`src/rtl/srx_pkg.sv`:
```
package srx_pkg;
  localparam int MAX_BITS = 9;
  localparam int MIN_BITS = 5;

  localparam logic [2:0] PAR_NONE  = 3'd0;
  localparam logic [2:0] PAR_EVEN  = 3'd1;
  localparam logic [2:0] PAR_ODD   = 3'd2;
  localparam logic [2:0] PAR_MARK  = 3'd3;
  localparam logic [2:0] PAR_SPACE = 3'd4;

  typedef struct packed {
    logic [MAX_BITS-1:0] data;
    logic                perr;
    logic                ferr;
    logic                addr;
  } srx_char_t;

  function automatic logic [3:0] clamp_bits(input logic [3:0] req);
    if (req < 4'(MIN_BITS))      return 4'(MIN_BITS);
    else if (req > 4'(MAX_BITS)) return 4'(MAX_BITS);
    else                         return req;
  endfunction

  function automatic logic par_used(input logic [2:0] mode);
    return (mode == PAR_EVEN) || (mode == PAR_ODD) ||
           (mode == PAR_MARK) || (mode == PAR_SPACE);
  endfunction
endpackage

```
`src/rtl/srx_sync.sv`:
```
module srx_sync #(
  parameter int STAGES = 2
) (
  input  logic clk,
  input  logic rst_n,
  input  logic d,
  output logic q
);
  logic [STAGES-1:0] chain;

  generate
    for (genvar s = 0; s < STAGES; s++) begin : g_stage
      always_ff @(posedge clk or negedge rst_n) begin
        if (!rst_n) chain[s] <= 1'b1;
        else if (s == 0) chain[s] <= d;
        else chain[s] <= chain[(s == 0) ? 0 : s-1];
      end
    end
  endgenerate

  assign q = chain[STAGES-1];
endmodule

```
`src/rtl/srx_deframer.sv`:
```
module srx_deframer
  import srx_pkg::*;
#(
  parameter int OSR = 16
) (
  input  logic      clk,
  input  logic      rst_n,
  input  logic      rx,
  input  logic      tick,
  input  logic [3:0] cfg_bits,
  input  logic [2:0] cfg_par,
  input  logic      cfg_addr_en,
  output logic      chr_v,
  output srx_char_t chr,
  output logic      brk
);
  localparam int CW   = $clog2(OSR);
  localparam int BW   = $clog2(MAX_BITS);
  localparam int MID  = OSR/2 - 1;
  localparam int LAST = OSR - 1;

  typedef enum logic [2:0] {S_IDLE, S_START, S_DATA, S_PAR, S_STOP, S_BRKW} st_e;

  st_e                 st;
  logic [CW-1:0]       cnt;
  logic [BW-1:0]       bidx;
  logic [MAX_BITS-1:0] shdat;
  logic                pbit;
  logic                all_low;
  logic [3:0]          nb;
  logic                perr_w;
  logic                bit_end;

  assign nb      = clamp_bits(cfg_bits);
  assign bit_end = (cnt == CW'(LAST));

  always_comb begin
    case (cfg_par)
      PAR_EVEN:  perr_w = (^shdat) ^ pbit;
      PAR_ODD:   perr_w = ~((^shdat) ^ pbit);
      PAR_MARK:  perr_w = ~pbit;
      PAR_SPACE: perr_w = pbit;
      default:   perr_w = 1'b0;
    endcase
  end

  always_ff @(posedge clk or negedge rst_n) begin
    if (!rst_n) begin
      st      <= S_IDLE;
      cnt     <= '0;
      bidx    <= '0;
      shdat   <= '0;
      pbit    <= 1'b0;
      all_low <= 1'b1;
      chr_v   <= 1'b0;
      brk     <= 1'b0;
      chr     <= '0;
    end else begin
      chr_v <= 1'b0;
      brk   <= 1'b0;
      if (tick) begin
        case (st)
          S_IDLE: begin
            if (!rx) begin
              st  <= S_START;
              cnt <= '0;
            end
          end
          S_START: begin
            if (cnt == CW'(MID)) begin
              cnt <= '0;
              if (!rx) begin
                st      <= S_DATA;
                bidx    <= '0;
                shdat   <= '0;
                pbit    <= 1'b0;
                all_low <= 1'b1;
              end else begin
                st <= S_IDLE;
              end
            end else begin
              cnt <= cnt + 1'b1;
            end
          end
          S_DATA: begin
            if (bit_end) begin
              cnt         <= '0;
              shdat[bidx] <= rx;
              if (rx) all_low <= 1'b0;
              bidx <= bidx + 1'b1;
              if (4'(bidx) == nb - 4'd1)
                st <= par_used(cfg_par) ? S_PAR : S_STOP;
            end else begin
              cnt <= cnt + 1'b1;
            end
          end
          S_PAR: begin
            if (bit_end) begin
              cnt  <= '0;
              pbit <= rx;
              st   <= S_STOP;
            end else begin
              cnt <= cnt + 1'b1;
            end
          end
          S_STOP: begin
            if (bit_end) begin
              cnt <= '0;
              if (!rx && all_low && (!par_used(cfg_par) || !pbit)) begin
                brk <= 1'b1;
                st  <= S_BRKW;
              end else begin
                chr_v     <= 1'b1;
                chr.data  <= shdat;
                chr.perr  <= perr_w;
                chr.ferr  <= ~rx;
                chr.addr  <= cfg_addr_en && (nb == 4'(MAX_BITS)) && shdat[MAX_BITS-1];
                st        <= S_IDLE;
              end
            end else begin
              cnt <= cnt + 1'b1;
            end
          end
          S_BRKW: begin
            if (rx) st <= S_IDLE;
          end
          default: st <= S_IDLE;
        endcase
      end
    end
  end
endmodule

```
`src/rtl/srx_fifo.sv`:
```
module srx_fifo
  import srx_pkg::*;
#(
  parameter int DEPTH = 4,
  localparam int AW = (DEPTH > 1) ? $clog2(DEPTH) : 1,
  localparam int LW = $clog2(DEPTH + 1)
) (
  input  logic          clk,
  input  logic          rst_n,
  input  logic [LW-1:0] cap,
  input  logic          push,
  input  srx_char_t     wdat,
  input  logic          pop,
  output srx_char_t     head,
  output logic [LW-1:0] level,
  output logic          full
);
  srx_char_t     mem [DEPTH];
  logic [AW-1:0] wptr, rptr;
  logic          do_push, do_pop;

  assign full    = (level >= cap);
  assign do_pop  = pop && (level != '0);
  assign do_push = push && (!full || do_pop);
  assign head    = mem[rptr];

  function automatic logic [AW-1:0] nxt(input logic [AW-1:0] p);
    return (p == AW'(DEPTH-1)) ? '0 : p + 1'b1;
  endfunction

  always_ff @(posedge clk or negedge rst_n) begin
    if (!rst_n) begin
      wptr  <= '0;
      rptr  <= '0;
      level <= '0;
      for (int i = 0; i < DEPTH; i++) mem[i] <= '0;
    end else begin
      if (do_push) begin
        mem[wptr] <= wdat;
        wptr      <= nxt(wptr);
      end
      if (do_pop) rptr <= nxt(rptr);
      if (do_push && !do_pop)      level <= level + 1'b1;
      else if (do_pop && !do_push) level <= level - 1'b1;
    end
  end
endmodule

```
`src/rtl/srx_mdrop_rx.sv`:
```
module srx_mdrop_rx
  import srx_pkg::*;
#(
  parameter int OSR         = 16,
  parameter int DEPTH       = 4,
  parameter int SYNC_STAGES = 2,
  localparam int LW = $clog2(DEPTH + 1)
) (
  input  logic                clk,
  input  logic                rst_n,
  input  logic                rx_in,
  input  logic                os_tick,
  input  logic [3:0]          cfg_bits,
  input  logic [2:0]          cfg_par,
  input  logic                cfg_deep,
  input  logic [1:0]          cfg_trig,
  input  logic                cfg_addr_en,
  output logic                rd_valid,
  input  logic                rd_ready,
  output logic [MAX_BITS-1:0] rd_data,
  output logic                rd_perr,
  output logic                rd_ferr,
  output logic                rd_addr,
  output logic [LW-1:0]       rd_level,
  output logic                ovr_flag,
  output logic                brk_pulse,
  output logic                irq
);
  logic      rx_s;
  logic      chr_v;
  srx_char_t chr, head;
  logic      q_full;
  logic      pop;
  logic [LW-1:0] cap, thr;

  srx_sync #(.STAGES(SYNC_STAGES)) u_sync (
    .clk(clk), .rst_n(rst_n), .d(rx_in), .q(rx_s)
  );

  srx_deframer #(.OSR(OSR)) u_dfr (
    .clk(clk), .rst_n(rst_n), .rx(rx_s), .tick(os_tick),
    .cfg_bits(cfg_bits), .cfg_par(cfg_par), .cfg_addr_en(cfg_addr_en),
    .chr_v(chr_v), .chr(chr), .brk(brk_pulse)
  );

  assign cap = cfg_deep ? LW'(DEPTH) : LW'(1);

  srx_fifo #(.DEPTH(DEPTH)) u_q (
    .clk(clk), .rst_n(rst_n), .cap(cap), .push(chr_v), .wdat(chr),
    .pop(pop), .head(head), .level(rd_level), .full(q_full)
  );

  assign rd_valid = (rd_level != '0);
  assign pop      = rd_valid && rd_ready;
  assign rd_data  = head.data;
  assign rd_perr  = head.perr;
  assign rd_ferr  = head.ferr;
  assign rd_addr  = head.addr;

  always_ff @(posedge clk or negedge rst_n) begin
    if (!rst_n)                        ovr_flag <= 1'b0;
    else if (chr_v && q_full && !pop)  ovr_flag <= 1'b1;
    else if (pop)                      ovr_flag <= 1'b0;
  end

  always_comb begin
    int t;
    t   = ((int'(cfg_trig) + 1) * DEPTH) / 4;
    if (t < 1) t = 1;
    thr = cfg_deep ? LW'(t) : LW'(1);
  end

  assign irq = (rd_level >= thr) ||
               (rd_valid && (head.perr || head.ferr || head.addr)) ||
               ovr_flag || brk_pulse;
endmodule

```
`config.mk`:
```
export PLATFORM = sky130hd
export DESIGN_NAME = srx_mdrop_rx
export DESIGN_NICKNAME = d
export VERILOG_FILES = /design/src/rtl/srx_pkg.sv /design/src/rtl/srx_sync.sv /design/src/rtl/srx_deframer.sv /design/src/rtl/srx_fifo.sv /design/src/rtl/srx_mdrop_rx.sv
export SDC_FILE = /design/constraint.sdc
export NUM_CORES = 1
export LEC_CHECK = 0
export CORE_ASPECT_RATIO = 1.25
export CORE_MARGIN = 2
export CORE_UTILIZATION = 50
export CTS_BUF_LIST = sky130_fd_sc_hd__clkbuf_2
export CTS_CLUSTER_DIAMETER = 80
export DETAILED_ROUTE_END_ITERATION = 7
export PLACE_DENSITY = 0.7
export SYNTH_ARGS = -nofsm -noshare
export SYNTH_HDL_FRONTEND = slang
export SYNTH_SLANG_ARGS = --single-unit
```
`constraint.sdc`:
```
create_clock -name clk -period 3.4 [get_ports clk]
set_input_delay 0.34 -clock clk [delete_from_list [all_inputs] [get_ports clk]]
set_output_delay 0.34 -clock clk [all_outputs]
set_load 0.02 [all_outputs]
```
* Word-level counts from Yosys, hierarchy flattened
Cells that the tools add are included.
** Word-level totals
- Register bits :: 94
- Word-level logic and storage cells :: 189
** Operators by class
- $add $sub $neg :: 8
- Order comparisons :: 10
- Equality and inequality tests :: 24
- Muxes and demuxes :: 60
- Bitwise operators :: 7
- Reductions and logical operators :: 46
** Operators by type and width (number)
- $bwmux 48 :: 1
- $mux 3 :: 14
- $mux 12 :: 3
- $mux 4 :: 7
- $mux 9 :: 3
- $bmux 12 s2 :: 1
- $demux 12 s2 :: 1
- $mux 1 :: 18
- $pmux 3 s6 :: 1
- $pmux 9 s2 :: 1
- $logic_and 1x1->1 :: 14
- $eq 3x2->1 const B :: 4
- $pmux 4 s3 :: 1
- $logic_or 1x1->1 :: 10
- $ne 2x1->1 const B :: 5
- $reduce_and 5->1 :: 2
- $bwmux 9 :: 1
- $eq 3x3->1 const B :: 3
- $reduce_xor 9->1 :: 1
- $add 4x1->4 const B :: 2
- $eq 4x4->1 const B :: 2
- $ne 2x2->1 const B :: 4
- $pmux 4 s2 :: 1
- $reduce_and 8->1 :: 1
- other kinds (31) :: 54

* Logic depth before layout (Yosys ltp)
- Depth after elaboration :: 11
- Gate-level depth with buffers :: 12
- Depth with buffers taken out :: 12

* Modules after synthesis
A second synthesis with hierarchy kept.
** Second synthesis, totals
- Cells, all modules :: 426
- Area total of the unflattened synthesis :: 4914.7 um^2
** By module, submodules not included
- srx_fifo :: times used 1, cells each 196, area each 2636.3 um^2
- srx_deframer :: times used 1, cells each 204, area each 2039.5 um^2
- srx_mdrop_rx :: times used 1, cells each 24, area each 186.4 um^2
- srx_sync :: times used 1, cells each 2, area each 52.6 um^2

* Least setup slack after synthesis
OpenSTA, ideal clock, no wires.
- Path kind :: reg-to-reg
- From :: register u_q.level[0]
- To :: register u_q.level[2]
- Library setup time :: 0.080 ns
- Arrival :: 2.506 ns
- Path slack :: 0.814 ns
- Cell stages (with the launch flop) :: 13
- Path buffers :: 0
- Clock period less this slack :: 2.586 ns
- Cell sequence :: dfrtp_1 inv_1 ha_1 nor2_1 nand2_1 a21o_1 a21boi_2 ha_1 inv_1 fa_1 xor2_1 nor2_1 xor2_1
** Between the ends
- Longest elaborated chain between the ends :: 8
** Ends and longest elaborated chain
- from (decl) :: line srx_fifo.sv:15 : output logic [LW-1:0] level,
- from (signal assigned) :: line srx_fifo.sv:43 : if (do_push && !do_pop) level <= level + 1'b1;
- from (signal assigned) :: line srx_fifo.sv:44 : else if (do_pop && !do_push) level <= level - 1'b1;
- branches (longest 3 deep; another with $ge 3x3->1)
- $logic_or 1x1->1 * :: line srx_fifo.sv:24 : assign do_push = push && (!full || do_pop);
- $logic_and 1x1->1 * :: line srx_fifo.sv:24
- via u_q.do_push :: line srx_fifo.sv:20 : logic do_push, do_pop;
- $logic_not 1->1 :: line srx_fifo.sv:44
- $logic_and 1x1->1 :: line srx_fifo.sv:44
- $reduce_bool 2->1 (no line)
Mark *: on every way through the listed nets, which the timed path passes. The select of a mux whose other input is x is not followed.
A chain may end at the register's enable or synchronous reset.

* Worst setup path in the final report
- From :: register u_q.rptr[1]
- To :: output port irq
** Between the ends
- Longest elaborated chain between the ends :: 10
** Ends and longest elaborated chain
- from (decl) :: line srx_fifo.sv:19 : logic [AW-1:0] wptr, rptr;
- from (signal assigned) :: line srx_fifo.sv:42 : if (do_pop) rptr <= nxt(rptr);
- $not 2->3 (implied by the code) * :: line srx_fifo.sv:25 : assign head = mem[rptr];
- $bmux 12 s2 * :: line srx_fifo.sv:25
- $mux 12 (implied by the code) * (2 in series) :: line srx_fifo.sv:25
- $logic_or 1x1->1 :: line srx_mdrop_rx.sv:74 : (rd_valid && (head.perr || head.ferr || head.addr)) ||
- $logic_or 1x1->1 * :: line srx_mdrop_rx.sv:74
- $logic_and 1x1->1 * :: line srx_mdrop_rx.sv:74
- $logic_or 1x1->1 * :: line srx_mdrop_rx.sv:73 : assign irq = (rd_level >= thr) ||
- $logic_or 1x1->1 * :: line srx_mdrop_rx.sv:74
- $logic_or 1x1->1 * :: line srx_mdrop_rx.sv:75 : ovr_flag || brk_pulse;
- to (decl) :: line srx_mdrop_rx.sv:27 : output logic irq
Every way passes the cells marked *; elsewhere a longest branch is shown, timed or not. The select of a mux whose other input is x is not followed.

==> summary by stage <==
Synthesis
The share of the Yosys chip area taken by registers is 0.491. The combined area of all synthesized cells is 0.00480 mm^2. The async set-or-reset flop fraction in the synthesized netlist is 1.00. By count the netlist is led by 91 x dfrtp_1, 60 x mux2_2, 32 x nand2_1. In the synthesized netlist, the number of instances is slightly below 400. The count of yosys warnings during synthesis is 0.

The number of flops mapped to enable cells by yosys is 0. The number of nets produced by synthesis is approximately 430. The top flip-flop cell by instance count after synthesis is dfrtp_1. Of the post-synthesis cell area, the dominant cell type holds 0.475. The synthesized design contains 94 register bits.

Ranked by total cell area, the synthesized netlist is headed by dfrtp_1 47%, mux2_2 14%, mux4_2 5.6%. The cell with the most instances after synthesis is dfrtp_1. The cell accounting for the most synthesized area is dfrtp_1. The count of cell types in the netlist is 54. A synthesized cell averages roughly 12 um^2.

STA
The aggregate negative setup slack is 0 ns. The count of endpoints failing hold in the final timing report is 0. The minimum clock period is between 3 and 4 ns. The final max-slew violation count is 0. On the final layout, the worst clock skew is 0.0295 ns.

Setup repair after global routing left no endpoint under its margin. Based on the critical path, the design can be clocked at up to roughly 330 MHz. The number of setup violations in the final report is 0.

The pin slew with the least headroom to its limit is about 0.72 ns. The ratio of final minimum period to clock period is 0.895. The normalized max-slew margin is 0.520. The worst path setup slack after routing is ~0.36 ns.

Cells and area
The final cell count without fillers is roughly 550. Relative to the synthesized area, the layout overhead comes to 13.2%. The fill cell instance count of the final layout is 762. The repair_antennas step left the layout with diodes totalling 0.

After the last flow step, the layout net total stands at ~460. The fraction of layout instances using a drive strength above 1 is 0.243.

Route
In the routed layout, each cell is associated on average with a via count of ~5.6. The first routing iteration left roughly 140 violations. The routed design uses approximately 4600 um of met2 wire. Wires add up to 8820 um. The detail route stage leaves a number of antenna-violating nets equal to 0. Summing over every cut layer, the via total after detailed routing is between 3,000 and 4,000.

In the routed design, unresolved DRC markers number 0. The first detailed-routing pass took 4 iterations. The detailed-route wire length per cell is 16.0 um. The wire length on met1 is around 3900 um. The routed length on met3 is between 200 and 300 um. The highest routed metal layer is met4.

Clocking
For the worst-skew pair, the clock arrives at the later sink with an insertion delay of between 0.5 and 0.6 ns. The TritonCTS clock tree is yes. The clock-pin slew reported for the worst setup and hold paths after clock tree synthesis is 0.24 ns. The buffer type at the clock tree root is clkbuf_2. The number of buffers between clock root and the deepest sink is 2.

Clock tree synthesis found a total of 94 sinks. The number of clock buffers added by TritonCTS is 9. The post-CTS setup repair buffer count is 0.

The maximum level of the CTS H-tree is 3.

Placement
Once placement completed, the tool counted placed cells totaling approximately 530. Detailed placement finished with a half-perimeter wire length of between 6000 and 7000 um. The pre-CTS worst setup slack is 0.284 ns.

The count of buffers added on input and output ports is 34. The final RePlAce weighted congestion is 0.817.

Global routing
The initial antenna violation count was 0. The remaining global-route overflow is 0. The first global-routing pass estimated between 15,000 and 20,000 um of wire.

The pin count of the biggest net entering global routing is 60. The via count of the first global-routing pass is between 3,000 and 4,000. For this run, the total global-route usage over all layers was measured as 0.187.

Worst hold path
The tightest min-delay check is of the in -> reg type.

Die
The total area inside the core boundary comes to 0.00922 mm^2. 35 I/O pins were placed. The width of the die is roughly 90 um. Row generation in the floorplan step produced 39 rows. The die covers ~0.010 mm^2. The initial utilization of the core area, before any placement, comes to 0.520.

Measured along the y axis, the die boundary spans roughly 110 um.

Power
The maximum vdd drop is 322 uV. In this run the power density over the cells is ~510 mW/mm^2. For this design the static power due to leakage is about 2.6 nW.

The post-route total power is 2.79 mW.

Worst setup path
The data required time of the worst path is 3.06 ns. The stage delay of the slowest cell on the critical path is a little over 0.8 ns. STA classifies the critical path startpoint as a flop. The cell with the largest stage delay on the worst path is dfrtp_1.

The class of the most critical setup path is reg -> out. Walking the worst path, the cells encountered are mux4_2 > o31ai_1 > nand3_1 > clkdlybuf4s50_1. The capturing element type of the critical path is an output pin.

In this run the worst path has a maximum fanout of 14. Data on the critical path arrives at its endpoint at between 2 and 3 ns.

Outcome
The flow ran to the end, and the final reports show no timing, DRC or antenna violations.

Flow run
The number of max-cap violations is 0.
## routing by layer
layer  track usage  vias to the layer above
li1              -                     1470
met1         0.240                     1574
met2         0.312                       47
met3        0.0370                       12
met4        0.0747                        0
met5             0                        -
## critical path: cells and delay by family, from the launching register on
family / cells / cell delay (ns)
buffers and inverters: 1 / 0.55
DFF: 1 / 0.81
muxes: 1 / 0.42
AOI/OAI and AO/OA: 1 / 0.25
and+or+nand+nor: 1 / 0.11
## final timing paths
check	startpoint	slack, ns	end	cells past startpoint
worst min register to register	u_sync.chain[0]	0.38	u_sync.q	0
worst max-delay path	u_q.rptr[1]	0.36	irq	4
max in group asynchronous	rst_n	2.25	u_dfr.all_low	3
worst max register to register	u_q.level[0]	0.69	u_q.level[2]	12
worst min-delay path	rx_in	0.15	u_sync.chain[0]	1
min in group asynchronous	rst_n	0.35	u_q.mem[8]	2
## cells by family after synthesis
kind of cell / count (synthesis) / share of synthesized area
multiplexers: 77 / 0.208
flip-flops: 94 / 0.491
XOR/XNOR: 18 / 0.0357
buffers and inverters: 31 / 0.0276
AO/OA/AOI/OAI: 56 / 0.0850
adder cells (fa/ha/maj): 20 / 0.0537
AND/OR/NAND/NOR: 95 / 0.0991
## layout make-up
type / count / area [um^2] / area share
Tap cell: 123 / 154 / 0.0283
Sequential cell: 94 / 2360 / 0.434
Clock inverter: 7 / 143 / 0.0263
Clock buffer: 9 / 45.0 / 0.00829
Inverter: 13 / 48.8 / 0.00898
Timing Repair Buffer: 39 / 378 / 0.0696
Multi-Input combinational cell: 266 / 2310 / 0.425
## power breakdown
part | leakage [nW] | switching (mW) | internal (mW)
sequential | 1.27 | 0.175 | 1.19
clock | 0.107 | 0.383 | 0.394
combinational | 1.17 | 0.318 | 0.334
## what timing repair did
item,CTS,global route
hold endpoints to repair,57,0
hold buffers,1,0
resized for setup,0,0
setup endpoints to repair,0,0
## layout by cell type (no fill, tap or decap), types with 5 or more instances in the layout
| cell | count |
|---|---|
| nor2_1 | 21 |
| mux2i_1 | 5 |
| nand2_1 | 32 |
| inv_1 | 13 |
| mux4_2 | 12 |
| ha_1 | 19 |
| xnor2_1 | 12 |
| a21oi_1 | 13 |
| a21o_1 | 6 |
| nand3_1 | 10 |
| clkdlybuf4s50_1 | 33 |
| buf_4 | 5 |
| dfrtp_1 | 91 |
| o21ai_0 | 13 |
| mux2_2 | 60 |
| nor3_1 | 6 |
| clkbuf_2 | 9 |
| xor2_1 | 5 |
## per-stage QoR
step                      instance area [um^2]  utilization  hold WS, ns
after CTS                                 5430        0.589       0.0874
after global placement                    5240        0.568        0.348
after detailed placement                  5240        0.568        0.350
final                                     5430        0.589        0.154
after floorplan                           4800            -       0.0444
after global routing                      5430        0.589       0.0921
## flip-flops by register name (all words and copies together), names as in the netlist
signal	flops
u_q.mem	48
u_dfr.chr	12
u_dfr.shdat	9
u_dfr.bidx	4
u_dfr.cnt	4
u_dfr.st	3
u_q.level	3
u_q.rptr	2
u_q.wptr	2
ovr_flag	1
u_dfr.all_low	1
u_dfr.brk	1
u_dfr.chr_v	1
u_dfr.pbit	1
u_sync.chain	1
u_sync.q	1
No activity file was read; power rests on OpenSTA's default activity.
